===== config.mk =====
export PLATFORM = sky130hd
export DESIGN_NAME = swr_responder
export DESIGN_NICKNAME = d
export VERILOG_FILES = /design/src/rtl/swr_pkg.sv /design/src/rtl/swr_line_filter.sv /design/src/rtl/swr_pulse_rx.sv /design/src/rtl/swr_pulse_tx.sv /design/src/rtl/swr_responder.sv
export SDC_FILE = /design/constraint.sdc
export NUM_CORES = 1
export LEC_CHECK = 0
export ABC_AREA = 0
export BUFFER_PORTS_ARGS = -buffer_cell sky130_fd_sc_hd__buf_2
export CORE_ASPECT_RATIO = 0.7
export CORE_MARGIN = 5
export CORE_UTILIZATION = 62
export CTS_BUF_LIST = sky130_fd_sc_hd__clkbuf_8
export CTS_CLUSTER_SIZE = 8
export DETAILED_ROUTE_END_ITERATION = 12
export GPL_ROUTABILITY_DRIVEN = 0
export PLACE_DENSITY = 0.82
export SLEW_MARGIN = 40
export SYNTH_ARGS = -nofsm -noshare
export SYNTH_HDL_FRONTEND = slang
export SYNTH_SLANG_ARGS = --single-unit

===== constraint.sdc =====
create_clock -name clk -period 2.3 [get_ports clk]
set_input_delay 0.46 -clock clk [delete_from_list [all_inputs] [get_ports clk]]
set_output_delay 0.46 -clock clk [all_outputs]
set_load 0.01 [all_outputs]

===== src/rtl/swr_pkg.sv =====
package swr_pkg;

  localparam int ADDR_W = 7;
  localparam int BYTE_W = 8;

  typedef enum logic [2:0] {
    S_IDLE,
    S_CMD,
    S_WDATA,
    S_RD_WAIT,
    S_RD_CAP,
    S_TURN,
    S_TX
  } swr_state_t;

endpackage


===== src/rtl/swr_line_filter.sv =====
module swr_line_filter #(
  parameter int GLITCH_CYC = 4
) (
  input  logic clk,
  input  logic rst,
  input  logic line_i,
  output logic filt_o
);

  logic s1, s2;

  always_ff @(posedge clk) begin
    if (rst) begin
      s1 <= 1'b1;
      s2 <= 1'b1;
    end else begin
      s1 <= line_i;
      s2 <= s1;
    end
  end

  generate
    if (GLITCH_CYC > 1) begin : g_filter
      localparam int GW = $clog2(GLITCH_CYC);
      logic [GW-1:0] gcnt;

      always_ff @(posedge clk) begin
        if (rst) begin
          gcnt   <= '0;
          filt_o <= 1'b1;
        end else if (s2 == filt_o) begin
          gcnt <= '0;
        end else if (gcnt == GW'(GLITCH_CYC - 1)) begin
          gcnt   <= '0;
          filt_o <= s2;
        end else begin
          gcnt <= gcnt + GW'(1);
        end
      end
    end else begin : g_direct
      always_ff @(posedge clk) begin
        if (rst) filt_o <= 1'b1;
        else     filt_o <= s2;
      end
    end
  endgenerate

endmodule


===== src/rtl/swr_pulse_rx.sv =====
module swr_pulse_rx #(
  parameter int BREAK_CYC      = 200,
  parameter int BIT_THRESH_CYC = 50
) (
  input  logic clk,
  input  logic rst,
  input  logic filt_i,
  output logic brk_o,
  output logic bit_vld_o,
  output logic bit_o
);

  localparam int CW = $clog2(BREAK_CYC + 1);

  logic [CW-1:0] low_cnt;
  logic          filt_q;
  logic          in_brk;

  always_ff @(posedge clk) begin
    if (rst) begin
      low_cnt   <= '0;
      filt_q    <= 1'b1;
      in_brk    <= 1'b0;
      brk_o     <= 1'b0;
      bit_vld_o <= 1'b0;
      bit_o     <= 1'b0;
    end else begin
      filt_q    <= filt_i;
      brk_o     <= 1'b0;
      bit_vld_o <= 1'b0;
      if (!filt_i) begin
        if (low_cnt != CW'(BREAK_CYC)) low_cnt <= low_cnt + CW'(1);
        if (low_cnt == CW'(BREAK_CYC - 1)) begin
          brk_o  <= 1'b1;
          in_brk <= 1'b1;
        end
      end else begin
        low_cnt <= '0;
        if (!filt_q) begin
          if (!in_brk) begin
            bit_vld_o <= 1'b1;
            bit_o     <= (low_cnt < CW'(BIT_THRESH_CYC));
          end
          in_brk <= 1'b0;
        end
      end
    end
  end

endmodule


===== src/rtl/swr_pulse_tx.sv =====
module swr_pulse_tx #(
  parameter int DEV_ONE_CYC  = 30,
  parameter int DEV_ZERO_CYC = 120,
  parameter int DEV_SLOT_CYC = 190
) (
  input  logic       clk,
  input  logic       rst,
  input  logic       start_i,
  input  logic       abort_i,
  input  logic [7:0] byte_i,
  output logic       pull_o,
  output logic       done_o
);

  localparam int SW = $clog2(DEV_SLOT_CYC);

  logic          busy, nbusy;
  logic [7:0]    sh, nsh;
  logic [2:0]    bc, nbc;
  logic [SW-1:0] sc, nsc;
  logic          ndone;
  logic [SW-1:0] nlen;

  always_comb begin
    nbusy = busy;
    nsh   = sh;
    nbc   = bc;
    nsc   = sc;
    ndone = 1'b0;
    if (abort_i) begin
      nbusy = 1'b0;
    end else if (busy) begin
      if (sc == SW'(DEV_SLOT_CYC - 1)) begin
        nsc = '0;
        nsh = {1'b0, sh[7:1]};
        nbc = bc + 3'd1;
        if (bc == 3'd7) begin
          nbusy = 1'b0;
          ndone = 1'b1;
        end
      end else begin
        nsc = sc + SW'(1);
      end
    end else if (start_i) begin
      nbusy = 1'b1;
      nsh   = byte_i;
      nbc   = 3'd0;
      nsc   = '0;
    end
    nlen = nsh[0] ? SW'(DEV_ONE_CYC) : SW'(DEV_ZERO_CYC);
  end

  always_ff @(posedge clk) begin
    if (rst) begin
      busy   <= 1'b0;
      sh     <= '0;
      bc     <= '0;
      sc     <= '0;
      pull_o <= 1'b0;
      done_o <= 1'b0;
    end else begin
      busy   <= nbusy;
      sh     <= nsh;
      bc     <= nbc;
      sc     <= nsc;
      pull_o <= nbusy && (nsc < nlen);
      done_o <= ndone;
    end
  end

  AST_PULL_WITHIN_SLOT: assert property (@(posedge clk) disable iff (rst)
    pull_o |-> (busy && sc < SW'(DEV_ZERO_CYC)));

endmodule


===== src/rtl/swr_responder.sv =====
module swr_responder
  import swr_pkg::*;
#(
  parameter int BREAK_CYC      = 200,
  parameter int GLITCH_CYC     = 4,
  parameter int BIT_THRESH_CYC = 50,
  parameter int TURN_CYC       = 100,
  parameter int DEV_ONE_CYC    = 30,
  parameter int DEV_ZERO_CYC   = 120,
  parameter int DEV_SLOT_CYC   = 190
) (
  input  logic              clk,
  input  logic              rst,
  input  logic              line_i,
  output logic              line_pull_o,
  output logic [ADDR_W-1:0] reg_addr_o,
  output logic              reg_wr_o,
  output logic [BYTE_W-1:0] reg_wdata_o,
  output logic              reg_rd_o,
  input  logic [BYTE_W-1:0] reg_rdata_i
);

  localparam int TW = $clog2(TURN_CYC + 1);

  logic filt;
  logic brk, bit_vld, bit_val;
  logic tx_start, tx_done;
  logic [BYTE_W-1:0] tx_byte;

  swr_state_t        state;
  logic [BYTE_W-1:0] sh;
  logic [2:0]        bcnt;
  logic [TW-1:0]     turn_cnt;

  swr_line_filter #(.GLITCH_CYC(GLITCH_CYC)) u_filter (
    .clk    (clk),
    .rst    (rst),
    .line_i (line_i),
    .filt_o (filt)
  );

  swr_pulse_rx #(.BREAK_CYC(BREAK_CYC), .BIT_THRESH_CYC(BIT_THRESH_CYC)) u_rx (
    .clk       (clk),
    .rst       (rst),
    .filt_i    (filt),
    .brk_o     (brk),
    .bit_vld_o (bit_vld),
    .bit_o     (bit_val)
  );

  swr_pulse_tx #(
    .DEV_ONE_CYC  (DEV_ONE_CYC),
    .DEV_ZERO_CYC (DEV_ZERO_CYC),
    .DEV_SLOT_CYC (DEV_SLOT_CYC)
  ) u_tx (
    .clk     (clk),
    .rst     (rst),
    .start_i (tx_start),
    .abort_i (brk),
    .byte_i  (tx_byte),
    .pull_o  (line_pull_o),
    .done_o  (tx_done)
  );

  always_ff @(posedge clk) begin
    if (rst) begin
      state       <= S_IDLE;
      sh          <= '0;
      bcnt        <= '0;
      turn_cnt    <= '0;
      reg_addr_o  <= '0;
      reg_wr_o    <= 1'b0;
      reg_wdata_o <= '0;
      reg_rd_o    <= 1'b0;
      tx_byte     <= '0;
      tx_start    <= 1'b0;
    end else begin
      reg_wr_o <= 1'b0;
      reg_rd_o <= 1'b0;
      tx_start <= 1'b0;
      if (brk) begin
        state <= S_CMD;
        bcnt  <= 3'd0;
      end else begin
        unique case (state)
          S_IDLE: ;
          S_CMD: begin
            if (bit_vld) begin
              sh   <= {bit_val, sh[7:1]};
              bcnt <= bcnt + 3'd1;
              if (bcnt == 3'd7) begin
                reg_addr_o <= sh[7:1];
                if (bit_val) begin
                  state <= S_WDATA;
                end else begin
                  reg_rd_o <= 1'b1;
                  state    <= S_RD_WAIT;
                end
              end
            end
          end
          S_WDATA: begin
            if (bit_vld) begin
              sh   <= {bit_val, sh[7:1]};
              bcnt <= bcnt + 3'd1;
              if (bcnt == 3'd7) begin
                reg_wdata_o <= {bit_val, sh[7:1]};
                reg_wr_o    <= 1'b1;
                state       <= S_IDLE;
              end
            end
          end
          S_RD_WAIT: state <= S_RD_CAP;
          S_RD_CAP: begin
            tx_byte  <= reg_rdata_i;
            turn_cnt <= '0;
            state    <= S_TURN;
          end
          S_TURN: begin
            if (turn_cnt == TW'(TURN_CYC - 1)) begin
              tx_start <= 1'b1;
              state    <= S_TX;
            end else begin
              turn_cnt <= turn_cnt + TW'(1);
            end
          end
          S_TX: if (tx_done) state <= S_IDLE;
          default: state <= S_IDLE;
        endcase
      end
    end
  end

  AST_BRK_RESTARTS: assert property (@(posedge clk) disable iff (rst)
    brk |=> (state == S_CMD && bcnt == 3'd0));

  AST_WR_SINGLE: assert property (@(posedge clk) disable iff (rst)
    reg_wr_o |=> !reg_wr_o);

  AST_RD_SINGLE: assert property (@(posedge clk) disable iff (rst)
    reg_rd_o |=> !reg_rd_o);

  AST_RDWR_EXCL: assert property (@(posedge clk) disable iff (rst)
    !(reg_wr_o && reg_rd_o));

  AST_PULL_ONLY_TX: assert property (@(posedge clk) disable iff (rst)
    line_pull_o |-> (state == S_TX));

endmodule


[Yosys cells after proc, flatten, opt, wreduce, memory -nomap -nowiden]
Cells that the tools add are included.
Operators by class
  eq/ne operators: 30
  muxes and demuxes: 37
  add/subtract/negate cells: 6
  magnitude comparators: 2
  reduce and logical (&&, ||, !) cells: 26
  bitwise logic cells: 13
Operator list (count)
  $mux 8: 7
  $mux 3: 9
  $pmux 3 s7: 1
  $mux 1: 17
  $add 8x1->8 const B: 2
  $eq 8x8->1 const B: 2
  $eq 3x3->1 const B: 5
  $mux 7: 2
  $pmux 7 s2: 1
  $reduce_and 7->1: 2
  $not 1->1: 13
  $ne 2x2->1 const B: 6
  $reduce_and 3->1: 4
  $ne 3x1->1 const B: 3
  $ne 3x2->1 const B: 3
  $reduce_or 3->1: 3
  $lt 8x6->1 const B: 1
  $lt 8x8->1: 1
  $ne 2x1->1 const B: 4
  $ne 8x8->1 const B: 1
  $reduce_and 2->1: 4
  $reduce_and 4->1: 2
  $reduce_or 4->1: 2
  $add 7x1->7 const B: 1
  other kinds (12): 18
Storage, ports and cells
  input bits: 11
  logic and storage cells: 142
  bits in registers: 87

[Logic depth before layout (Yosys ltp)]
Gate-level depths: netlist of run 1.
  word-level depth: 7
  mapped depth: 11
  depth with buffers taken out: 11

[Cells and area by module]
A second synthesis of run 1 with hierarchy kept.
Unflattened totals
  cell total of the unflattened synthesis: 403
  area, all modules: 3753.6 sq um
Modules (own cells, without submodules)
  swr_responder: area each 1868.0 sq um, cells each 191, instances 1, sequential area each 920.9 sq um
  swr_pulse_tx: area each 1154.9 sq um, cells each 137, instances 1, sequential area each 440.4 sq um
  swr_pulse_rx: area each 559.3 sq um, cells each 62, instances 1, sequential area each 260.2 sq um
  swr_line_filter: area each 171.4 sq um, cells each 13, instances 1, sequential area each 100.1 sq um

[Worst setup path before layout of run 1]
Ideal clock, no wire load.
  path kind: reg2reg
  start: register u_tx.sc[0]
  end: register u_tx.pull_o
  arrival: 1968 ps
  library setup time: 122 ps
  required time: 2178 ps
  stages on the path, launching flop included: 10
  clock period less this slack: 2090 ps
  slack: 210 ps
  cell sequence: dfxtp_1 > ha_1 > nand3b_1 > o21ai_0 > nor2_1 > a21oi_1 > a21oi_1 > ha_1 > o2111ai_1 > o311a_1
On the way
  elaborated cells between the ends (all ways): 15
  those cells by class: 1 x add/sub; 1 x order compare; 1 x eq/ne; 11 x mux; 1 x reduce/logical
RTL lines
  start: declaration: line swr_pulse_tx.sv:20  | logic [SW-1:0] sc, nsc;
  start signal: assignment: line swr_pulse_tx.sv:65  | sc <= nsc;
  $add 8x1->8 or $eq 8x8->1 (tied branches): line swr_pulse_tx.sv:42, swr_pulse_tx.sv:33
  $mux 8 *: line swr_pulse_tx.sv:33  | if (sc == SW'(DEV_SLOT_CYC - 1)) begin
  $mux 8 *: line swr_pulse_tx.sv:32  | end else if (busy) begin
  $mux 8 *: line swr_pulse_tx.sv:30  | if (abort_i) begin
  via u_tx.nsc[2]: line swr_pulse_tx.sv:20
  $lt 8x8->1 *: line swr_pulse_tx.sv:66  | pull_o <= nbusy && (nsc < nlen);
  $logic_and 1x1->1 *: line swr_pulse_tx.sv:66
  end signal: assignment: line swr_pulse_tx.sv:66
  end: declaration: line swr_pulse_tx.sv:11  | output logic pull_o,
The timed path passes the listed nets; every way through them passes the cells marked *. The select of a mux whose other input is x is not followed.
A chain may end at the register's enable or synchronous reset.

[Worst setup path after layout of run 1]
  start: register u_tx.sc[1]
  end: register u_tx.pull_o
On the way
  longest elaborated chain between the ends: 7
  elaborated cells between the ends (all ways): 15
  those cells by class: 1 x add/sub; 1 x order compare; 1 x eq/ne; 11 x mux; 1 x reduce/logical
RTL lines
  $eq 8x8->1: line swr_pulse_tx.sv:33
  $mux 8: line swr_pulse_tx.sv:33
  $mux 8: line swr_pulse_tx.sv:32
  $mux 1: line swr_pulse_tx.sv:30
  $mux 7: line swr_pulse_tx.sv:50  | nlen = nsh[0] ? SW'(DEV_ONE_CYC) : SW'(DEV_ZERO_CYC);
  via u_tx.nlen[1]: line swr_pulse_tx.sv:22  | logic [SW-1:0] nlen;
  $lt 8x8->1: line swr_pulse_tx.sv:66
  $logic_and 1x1->1: line swr_pulse_tx.sv:66
The timed path passes the listed nets, and every way through them passes these cells. The select of a mux whose other input is x is not followed.

==> flow_metrics.env, run 1 <==
export IMPL_start_util_pct=63.7
export IMPL_antenna_found_initial=0
export IMPL_clkPwrFrac_pct=40.7
export IMPL_synth_xor_area_share_pct=2.66
export IMPL_synth_simple_gate_area_share_pct=23.5
export IMPL_m1WireLength_um=3520
export IMPL_wl_met2_um=3320
export IMPL_yosysMostFrequentCell="dfxtp_1"
export IMPL_synth_net_count=427
export IMPL_grt_first_pass_wirelength_um=12500
export IMPL_die_area_um2=7500
export IMPL_drv_cap=0
export IMPL_synth_area_per_cell_um2=9.00
export IMPL_synth_common_cells="dfxtp_1, nor2_1, nand2_1"
export IMPL_netlist_area_leader_share_pct=47.5
export IMPL_synth_top_cell_by_area="dfxtp_1"
export IMPL_drt_iter0_markers=122
export IMPL_die_x_um=101
export IMPL_fin_area_um2=4080
export IMPL_grt_max_degree=31
export IMPL_worstSetupStartpointType="flop"
export IMPL_synthMuxAreaShare_pct=7.45
export IMPL_dr_pass1_iters=7
export IMPL_synth_seq_cells=86
export IMPL_end_kind="flop"
export IMPL_leakage_uw=0.00172
export IMPL_power_frac_seq_pct=57.9
export IMPL_nFillCells=435
export IMPL_synth_compound_area_share_pct=11.4
export IMPL_max_freq_mhz=461
export IMPL_synth_ff_type="dfxtp_1"
export IMPL_dpl_cell_count=497
export IMPL_cts_sinks=86
export IMPL_synth_fa_ha_area_share_pct=4.48
export IMPL_worst_pin_slew_ns=0.675
export IMPL_area_delta_synth_final_pct=12.6
export IMPL_skew_ns=0.0104
export IMPL_synth_cell_types=46
export IMPL_synthTopCellsByArea="dfxtp_1, mux2i_1, nor2_1"
export IMPL_multi_input_area_um2=1800
export IMPL_switching_power_uw=569
export IMPL_cts_tree="done"
export IMPL_place_hpwl_um=5370
export IMPL_grt_ovfl_total=0
export IMPL_die_h_um=74.0
export IMPL_ant_nets=0
export IMPL_dr_wl_met3_um=569
export IMPL_wire_per_inst_um=14.6
export IMPL_maxSlewHeadroom_pct=55.0
export IMPL_final_cells=516
export IMPL_clock_root_buffer="clkbuf_8"
export IMPL_num_vias=2970
export IMPL_synthArstFlopShare_pct=0
export IMPL_yosys_warnings=0
export IMPL_vias_per_cell=5.76
export IMPL_rows=23
export IMPL_cp_max_fo=5
export IMPL_drive_above_1_share_pct=16.6
export IMPL_worstPathRequired_ns=2.55
export IMPL_critPathKind="flop to flop"
export IMPL_worst_path_buf_inv=2
export IMPL_num_antenna_cells=0
export IMPL_final_setup_viol_count=0
export IMPL_dpl_cell_area_um2=3860
export IMPL_coreArea_um2=5700
export IMPL_pwr_share_comb_pct=1.4
export IMPL_period_needed_ns=2.17
export IMPL_crit_slowest_cell="o211ai_1"
export IMPL_ys_seq_area_share_pct=47.5
export IMPL_finalPower_uw=2570
export IMPL_synth_top_family_by_area="simple AND/OR/NAND/NOR gates"
export IMPL_highest_layer="met4"
export IMPL_slowest_delay_ns=0.37
export IMPL_numPortBuffers=28
export IMPL_clockBufferDepth=2
export IMPL_ir_drop_v=0.000431
export IMPL_grt_usage_pct=21.2
export IMPL_sw_frac_of_total_pct=22.1
export IMPL_routed_wl_um=7510
export IMPL_final_core_util_pct=71.7
export IMPL_worstSkewPairLatency_ns=0.36
export IMPL_ioPinCount=29
export IMPL_first_global_vias=2715
export IMPL_finalCritPeriodShare_pct=94.4
export IMPL_p_per_area_nw_per_um2=630
export IMPL_internal_power_uw=2010
export IMPL_crit_family="compound AO/OA/AOI/OAI gates"
export IMPL_run_status="finished clean"
export IMPL_crit_chain="inv_1 > ha_1 > nand3b_1 > o21ai_2 > o211ai_1 > inv_1 > ha_1 > o2111ai_1 > o311a_1"
export IMPL_maxSlewViolCount=0
export IMPL_cts_buffers=9
export IMPL_crit_arrival_ns=2.42
export IMPL_hp_class="primary input to flop"
export IMPL_synth_area_um2=3630
export IMPL_route_detailed_drc=0
export IMPL_synth_edf_count=0
export IMPL_syn_inst=403
export IMPL_path_clk_slew_ns=0.09
export IMPL_r2r_slack_ns=0.13
export IMPL_hold_violations=0
export IMPL_htreeDepth=3
export IMPL_regArea_um2=1720
export IMPL_nNetsFinal=460
-- cells by family (layout without fill, tap and decap cells) --
family / after synthesis / after routing
buffers and inverters: 27 / 65
muxes: 27 / 27
and+or+nand+nor: 175 / 175
AOI/OAI and AO/OA: 64 / 64
adders and majority gates: 13 / 13
xor gates and xnor gates: 11 / 11
DFF: 86 / 86
-- worst paths after layout --
kind                                   from                         to  depth (start not counted)
setup reg to reg                 u_tx.sc[1]                u_tx.pull_o                          9
hold reg to reg   u_filter.g_filter.gcnt[0]  u_filter.g_filter.gcnt[0]                          1
setup / recovery                 u_tx.sc[1]                u_tx.pull_o                          9
hold / removal                       line_i                u_filter.s1                          2
-- through the flow --
step	setup TNS (ns)	setup WS, ns	hold WS (ns)
final	0	0.129	0.306
after CTS	0	0.0867	0.294
after detailed placement	-0.0394	-0.0394	0.420
after floorplan	0	0.210	0.389
after global routing	-0.0101	-0.0101	0.286
after global placement	0	0.0885	0.405
-- final cells by class --
class                           count  area share, %
Sequential cell                    86           42.2
Multi-Input combinational cell    290           44.0
Inverter                            7          0.643
Clock buffer                        9           3.03
Tap cell                           75           2.30
Timing Repair Buffer               42           6.00
Clock inverter                      7           1.81
-- cells in the final DEF, fill, tap and decap left out, types with 3 or more instances in the layout --
cell	n
dfxtp_1	85
nor2_1	64
nand2_1	34
a21oi_1	28
buf_2	28
mux2i_1	27
buf_4	14
nor3_1	13
ha_1	13
or2_2	9
clkbuf_8	9
nand3_1	8
inv_1	7
and3_1	7
o21ai_0	7
nor2b_1	6
or3_1	6
xor2_1	6
a221oi_1	6
nand4_1	5
and2_1	5
xnor2_1	5
nand2b_1	4
a211oi_1	4
nand3b_1	3
nor4b_1	3
a22oi_1	3
-- repair_timing --
item,4_1_cts,5_1_grt
hold buffers,0,0
setup endpoints to repair,1,1
pin swaps,0,2
resized for setup,1,3
buffers inserted,0,3
-- metal layers --
layer	up-vias	GRT usage, %
met5	-	0
met4	0	7.82
met3	16	7.22
met2	109	32.2
met1	1380	28.4
li1	1465	-
-- power by group through the flow --
| stage | registers (uW) | clock network, uW | logic (uW) |
|---|---|---|---|
| 2_1_floorplan | 1530 | 0 | 20.9 |
| 3_3_place_gp | 1530 | 0 | 36.0 |
| 3_5_place_dp | 1530 | 0 | 37.2 |
| 4_1_cts | 1490 | 1070 | 37.1 |
| 5_1_grt | 1490 | 1120 | 40.5 |
| 6_report | 1490 | 1050 | 37.3 |
-- state kept, by name, indices dropped and copies added (netlist names), 7 cells and up --
name,flops
u_tx.sh,8
tx_byte,8
reg_addr_o,7
turn_cnt,7
u_tx.sc,8
u_rx.low_cnt,8
sh,7
reg_wdata_o,8
No activity file was read; power rests on OpenSTA's default activity.
==> inputs of run 2 (changes only) <==
- PLACE_DENSITY: 0.82 -> 0.79
==> run 2 against run 1 <==
Die area is the same; cell area is 0.52% lower; critical path type unchanged; worst setup slack about the same; register-to-register slack about the same; first-iteration DRC count up 16%.
==> flow_metrics.env, run 2 (synthesized netlist as in run 1, its figures left out) <==
export IMPL_first_global_vias=2649
export IMPL_final_setup_viol_count=0
export IMPL_maxSlewHeadroom_pct=63.6
export IMPL_worst_pin_slew_ns=0.545
export IMPL_hold_ws_ns=0.273
export IMPL_numPortBuffers=28
export IMPL_final_cells=513
export IMPL_path_clk_slew_ns=0.09
export IMPL_hp_class="primary input to flop"
export IMPL_num_vias=2892
export IMPL_die_x_um=101
export IMPL_dr_pass1_iters=4
export IMPL_grt_usage_pct=20.8
export IMPL_leakage_uw=0.00169
export IMPL_clockBufferDepth=2
export IMPL_end_kind="flop"
export IMPL_die_h_um=74.0
export IMPL_vias_per_cell=5.64
export IMPL_period_needed_ns=2.17
export IMPL_grt_ovfl_total=0
export IMPL_wl_met2_um=3190
export IMPL_highest_layer="met4"
export IMPL_coreArea_um2=5700
export IMPL_ir_drop_v=0.000541
export IMPL_worstSkewPairLatency_ns=0.36
export IMPL_antenna_found_initial=0
export IMPL_drive_above_1_share_pct=16.9
export IMPL_r2r_start="u_tx.sc[1]"
export IMPL_r2r_slack_ns=0.13
export IMPL_m1WireLength_um=3660
export IMPL_cts_hold_buf=0
export IMPL_nNetsFinal=457
export IMPL_drt_iter0_markers=142
export IMPL_dr_wl_met3_um=414
export IMPL_grt_max_degree=52
export IMPL_run_status="finished clean"
export IMPL_grt_first_pass_wirelength_um=12400
export IMPL_cts_buffers=9
export IMPL_wire_per_inst_um=14.2
export IMPL_maxSlewViolCount=0
export IMPL_hold_violations=0
export IMPL_crit_arrival_ns=2.42
export IMPL_cts_sinks=86
export IMPL_finalCritPeriodShare_pct=94.4
export IMPL_skew_ns=0.0131
export IMPL_cp_max_fo=4
export IMPL_ioPinCount=29
export IMPL_cts_tree="done"
export IMPL_routed_wl_um=7300
export IMPL_route_detailed_drc=0
export IMPL_layout_common_cells="dfxtp_1, nor2_1, nand2_1, a21oi_1, buf_2"
export IMPL_setup_worst_path_end="u_tx.pull_o"
export IMPL_drv_cap=0
export IMPL_area_delta_synth_final_pct=12.0
export IMPL_place_hpwl_um=5130
export IMPL_num_antenna_cells=0
export IMPL_worstSetupStartpointType="flop"
export IMPL_die_area_um2=7500
export IMPL_r2r_cells=9
export IMPL_clock_root_buffer="clkbuf_8"
export IMPL_max_freq_mhz=461
export IMPL_htreeDepth=3
export IMPL_critPathKind="flop to flop"
export IMPL_rows=23
export IMPL_ant_nets=0
export IMPL_p_per_area_nw_per_um2=621
export IMPL_r2r_end="u_tx.pull_o"
export IMPL_dpl_cell_count=494
export IMPL_worstPathRequired_ns=2.55
export IMPL_start_util_pct=63.7
export IMPL_startpoint="u_tx.sc[1]"
export IMPL_layout_commonest_cell="dfxtp_1"
-- run 2: cell types whose count changed in the layout (fill, tap and decap cells not counted), sizes merged --
cell      change
clkinv        -4
clkinvlp      +1
buf           -3
bufinv        -1
inv           +4
-- run 2: per-layer routing --
layer	up-vias	track usage (%)
li1	1467	-
met1	1352	30.2
met2	67	30.1
met3	6	5.90
met4	0	6.64
met5	-	0
-- run 2: how the worst min path moves through the flow --
stage                     slack, ns  cells past startpoint        start          end
final                          0.27                      2       line_i  u_filter.s1
after CTS                      0.26                      2       line_i  u_filter.s1
after global routing           0.26                      2       line_i  u_filter.s1
after global placement         0.39                      1  u_filter.s1  u_filter.s2
after detailed placement       0.39                      1  u_filter.s1  u_filter.s2
after floorplan                0.39                      1  u_filter.s1  u_filter.s2
-- run 2: metrics by stage --
stage / utilization, % / instance area (um2) / total power (uW) / setup WS [ns] / setup TNS (ns)
2_1_floorplan: - / 3630 / 1550 / 0.210 / 0
3_3_place_gp: 67.3 / 3840 / 1560 / 0.152 / 0
3_5_place_dp: 67.3 / 3840 / 1560 / 0.0780 / 0
4_1_cts: 70.6 / 4020 / 2550 / 0.0729 / 0
5_1_grt: 71.3 / 4060 / 2620 / -0.0390 / -0.0390
6_report: 71.3 / 4060 / 2520 / 0.129 / 0
-- run 2: cell type report --
cell class | count | area [um2]
clock buffers | 9 | 124
clock inverters | 7 | 61.3
fillers | 442 | 1640
inverters | 7 | 26.3
multi-input cells | 290 | 1810
flip-flops and latches | 86 | 1730
well taps | 75 | 93.8
repair buffers | 39 | 223
-- run 2: what timing repair did --
| action | 4_1_cts | 5_1_grt |
|---|---|---|
| setup endpoints to repair | 0 | 1 |
| gates resized for setup | 0 | 8 |
| buffers inserted | 0 | 3 |
-- run 2: report_power, final --
part | switching (uW) | leakage [uW] | total (uW) | internal [uW]
logic | 26.0 | 0.000909 | 36.4 | 10.3
registers | 0.859 | 0.000694 | 1490 | 1490
clock network | 580 | 0.0000892 | 995 | 415
-- run 2: worst max-delay path, stage by stage (launching register included) --
cell and delay [ns]:
dfxtp_2 0.34, inv_2 0.06, ha_1 0.15, nand3b_1 0.09
o211ai_1 0.32, o21ai_1 0.10, a22o_1 0.27, ha_4 0.28
o2111ai_1 0.10, o311a_1 0.36
==> inputs of run 3 (changes only) <==
==> constraint.sdc (replaced) <==
create_clock -name clk -period 2.3 [get_ports clk]
set_input_delay 0.23 -clock clk [delete_from_list [all_inputs] [get_ports clk]]
set_output_delay 0.23 -clock clk [all_outputs]
set_load 0.01 [all_outputs]
==> run 3 against run 2 <==
First-iteration DRC count decreased by 6.3%; via count increased by 3.3%; largest power group unchanged; critical path depth increased by 1; global-route usage increased by 0.43 points.
==> flow_metrics.env, run 3 (synthesized netlist as in run 1, its figures left out) <==
export IMPL_wire_per_inst_um=14.8
export IMPL_cp_max_fo=4
export IMPL_drv_cap=0
export IMPL_hold_ws_ns=0.0441
export IMPL_htreeDepth=3
export IMPL_start_util_pct=63.7
export IMPL_grt_first_pass_wirelength_um=12500
export IMPL_cts_sinks=86
export IMPL_worstSkewPairLatency_ns=0.36
export IMPL_ant_nets=0
export IMPL_coreArea_um2=5700
export IMPL_critPathKind="flop to flop"
export IMPL_crit_arrival_ns=2.51
export IMPL_first_global_vias=2711
export IMPL_p_per_area_nw_per_um2=633
export IMPL_antenna_found_initial=0
export IMPL_maxSlewViolCount=0
export IMPL_clock_root_buffer="clkbuf_8"
export IMPL_drive_above_1_share_pct=17.6
export IMPL_period_needed_ns=2.26
export IMPL_place_hpwl_um=5390
export IMPL_vias_per_cell=5.78
export IMPL_drt_iter0_markers=133
export IMPL_layout_common_cells="dfxtp_1, nor2_1, nand2_1, a21oi_1, buf_2"
export IMPL_leakage_uw=0.00173
export IMPL_layout_commonest_cell="dfxtp_1"
export IMPL_setup_worst_path_end="u_tx.pull_o"
export IMPL_run_status="finished clean"
export IMPL_num_antenna_cells=0
export IMPL_cts_hold_buf=0
export IMPL_clockBufferDepth=2
export IMPL_skew_ns=0.0121
export IMPL_dr_pass1_iters=4
export IMPL_finalCritPeriodShare_pct=98.3
export IMPL_grt_max_degree=31
export IMPL_die_x_um=101
export IMPL_ir_drop_v=0.000447
export IMPL_cts_tree="done"
export IMPL_grt_usage_pct=21.2
export IMPL_nNetsFinal=461
export IMPL_r2r_slack_ns=0.04
export IMPL_final_setup_viol_count=0
export IMPL_route_detailed_drc=0
export IMPL_rows=23
export IMPL_path_clk_slew_ns=0.09
export IMPL_area_delta_synth_final_pct=13.8
export IMPL_rsz0062_at_grt="true"
export IMPL_worst_pin_slew_ns=0.623
export IMPL_cts_buffers=9
export IMPL_die_h_um=74.0
export IMPL_worstPathRequired_ns=2.55
export IMPL_hold_violations=0
export IMPL_r2r_start="u_tx.sc[1]"
export IMPL_worstSetupStartpointType="flop"
export IMPL_hp_class="primary input to flop"
export IMPL_num_vias=2987
export IMPL_end_kind="flop"
export IMPL_max_freq_mhz=443
export IMPL_maxSlewHeadroom_pct=57.9
export IMPL_die_area_um2=7500
export IMPL_routed_wl_um=7680
export IMPL_r2r_end="u_tx.pull_o"
export IMPL_r2r_cells=10
export IMPL_startpoint="u_tx.sc[1]"
export IMPL_finalPower_uw=2610
export IMPL_numPortBuffers=28
export IMPL_ioPinCount=29
export IMPL_grt_ovfl_total=0
-- run 3: what timing repair did --
item                                    CTS  global route
buffers inserted                          0             3
endpoints found under the setup margin    0             1
resized for setup                         0             9
-- run 3: critical path, cell delays in order (launching register included) --
cell and delay [ns]:
dfxtp_2 0.36, inv_2 0.06, ha_4 0.15, nand3b_1 0.11
o21ai_2 0.08, buf_4 0.15, o211ai_1 0.32, inv_1 0.16
ha_1 0.32, o2111ai_2 0.10, o311a_1 0.35
-- run 3: routing by layer --
metal  track usage (%)  share of wire [%]
met1              29.7                 48
met2              31.7                 45
met3              6.09                6.1
met4              7.37                1.4
met5                 0                  0
-- run 3: stage by stage --
step | setup WS (ns) | cells | area, um2 | setup TNS, ns | util [%]
finish | 0.0402 | 517 | 4130 | 0 | 72.5
detailed placement | 0.0430 | 498 | 3870 | 0 | 67.9
floorplan | 0.210 | 403 | 3630 | 0 | -
global route | -0.0698 | 517 | 4130 | -0.0698 | 72.5
CTS | 0.0273 | 514 | 4070 | 0 | 71.4
global placement | 0.164 | 498 | 3870 | 0 | 67.9
-- run 3: worst min path at each step --
stage / start / endpoint / slack [ns] / cells past startpoint
final: line_i / u_filter.s1 / 0.04 / 2
after global routing: line_i / u_filter.s1 / 0.02 / 2
after CTS: line_i / u_filter.s1 / 0.03 / 2
after detailed placement: u_filter.s1 / u_filter.s2 / 0.40 / 1
after global placement: u_filter.s1 / u_filter.s2 / 0.39 / 1
after floorplan: line_i / u_filter.s1 / 0.33 / 1
-- run 3: layout make-up --
| class | count | area, um2 |
|---|---|---|
| clock buffer | 9 | 124 |
| clock inverter | 7 | 80.1 |
| fill | 432 | 1570 |
| inverter | 7 | 26.3 |
| multi-input combinational | 290 | 1830 |
| sequential | 86 | 1720 |
| tap | 75 | 93.8 |
| timing repair buffer | 43 | 253 |
-- run 3: power by group --
group          switching (uW)  internal [uW]  leakage, uW
Sequential              0.906           1490     0.000693
Combinational            26.9           11.5     0.000931
Clock                     566            517     0.000102
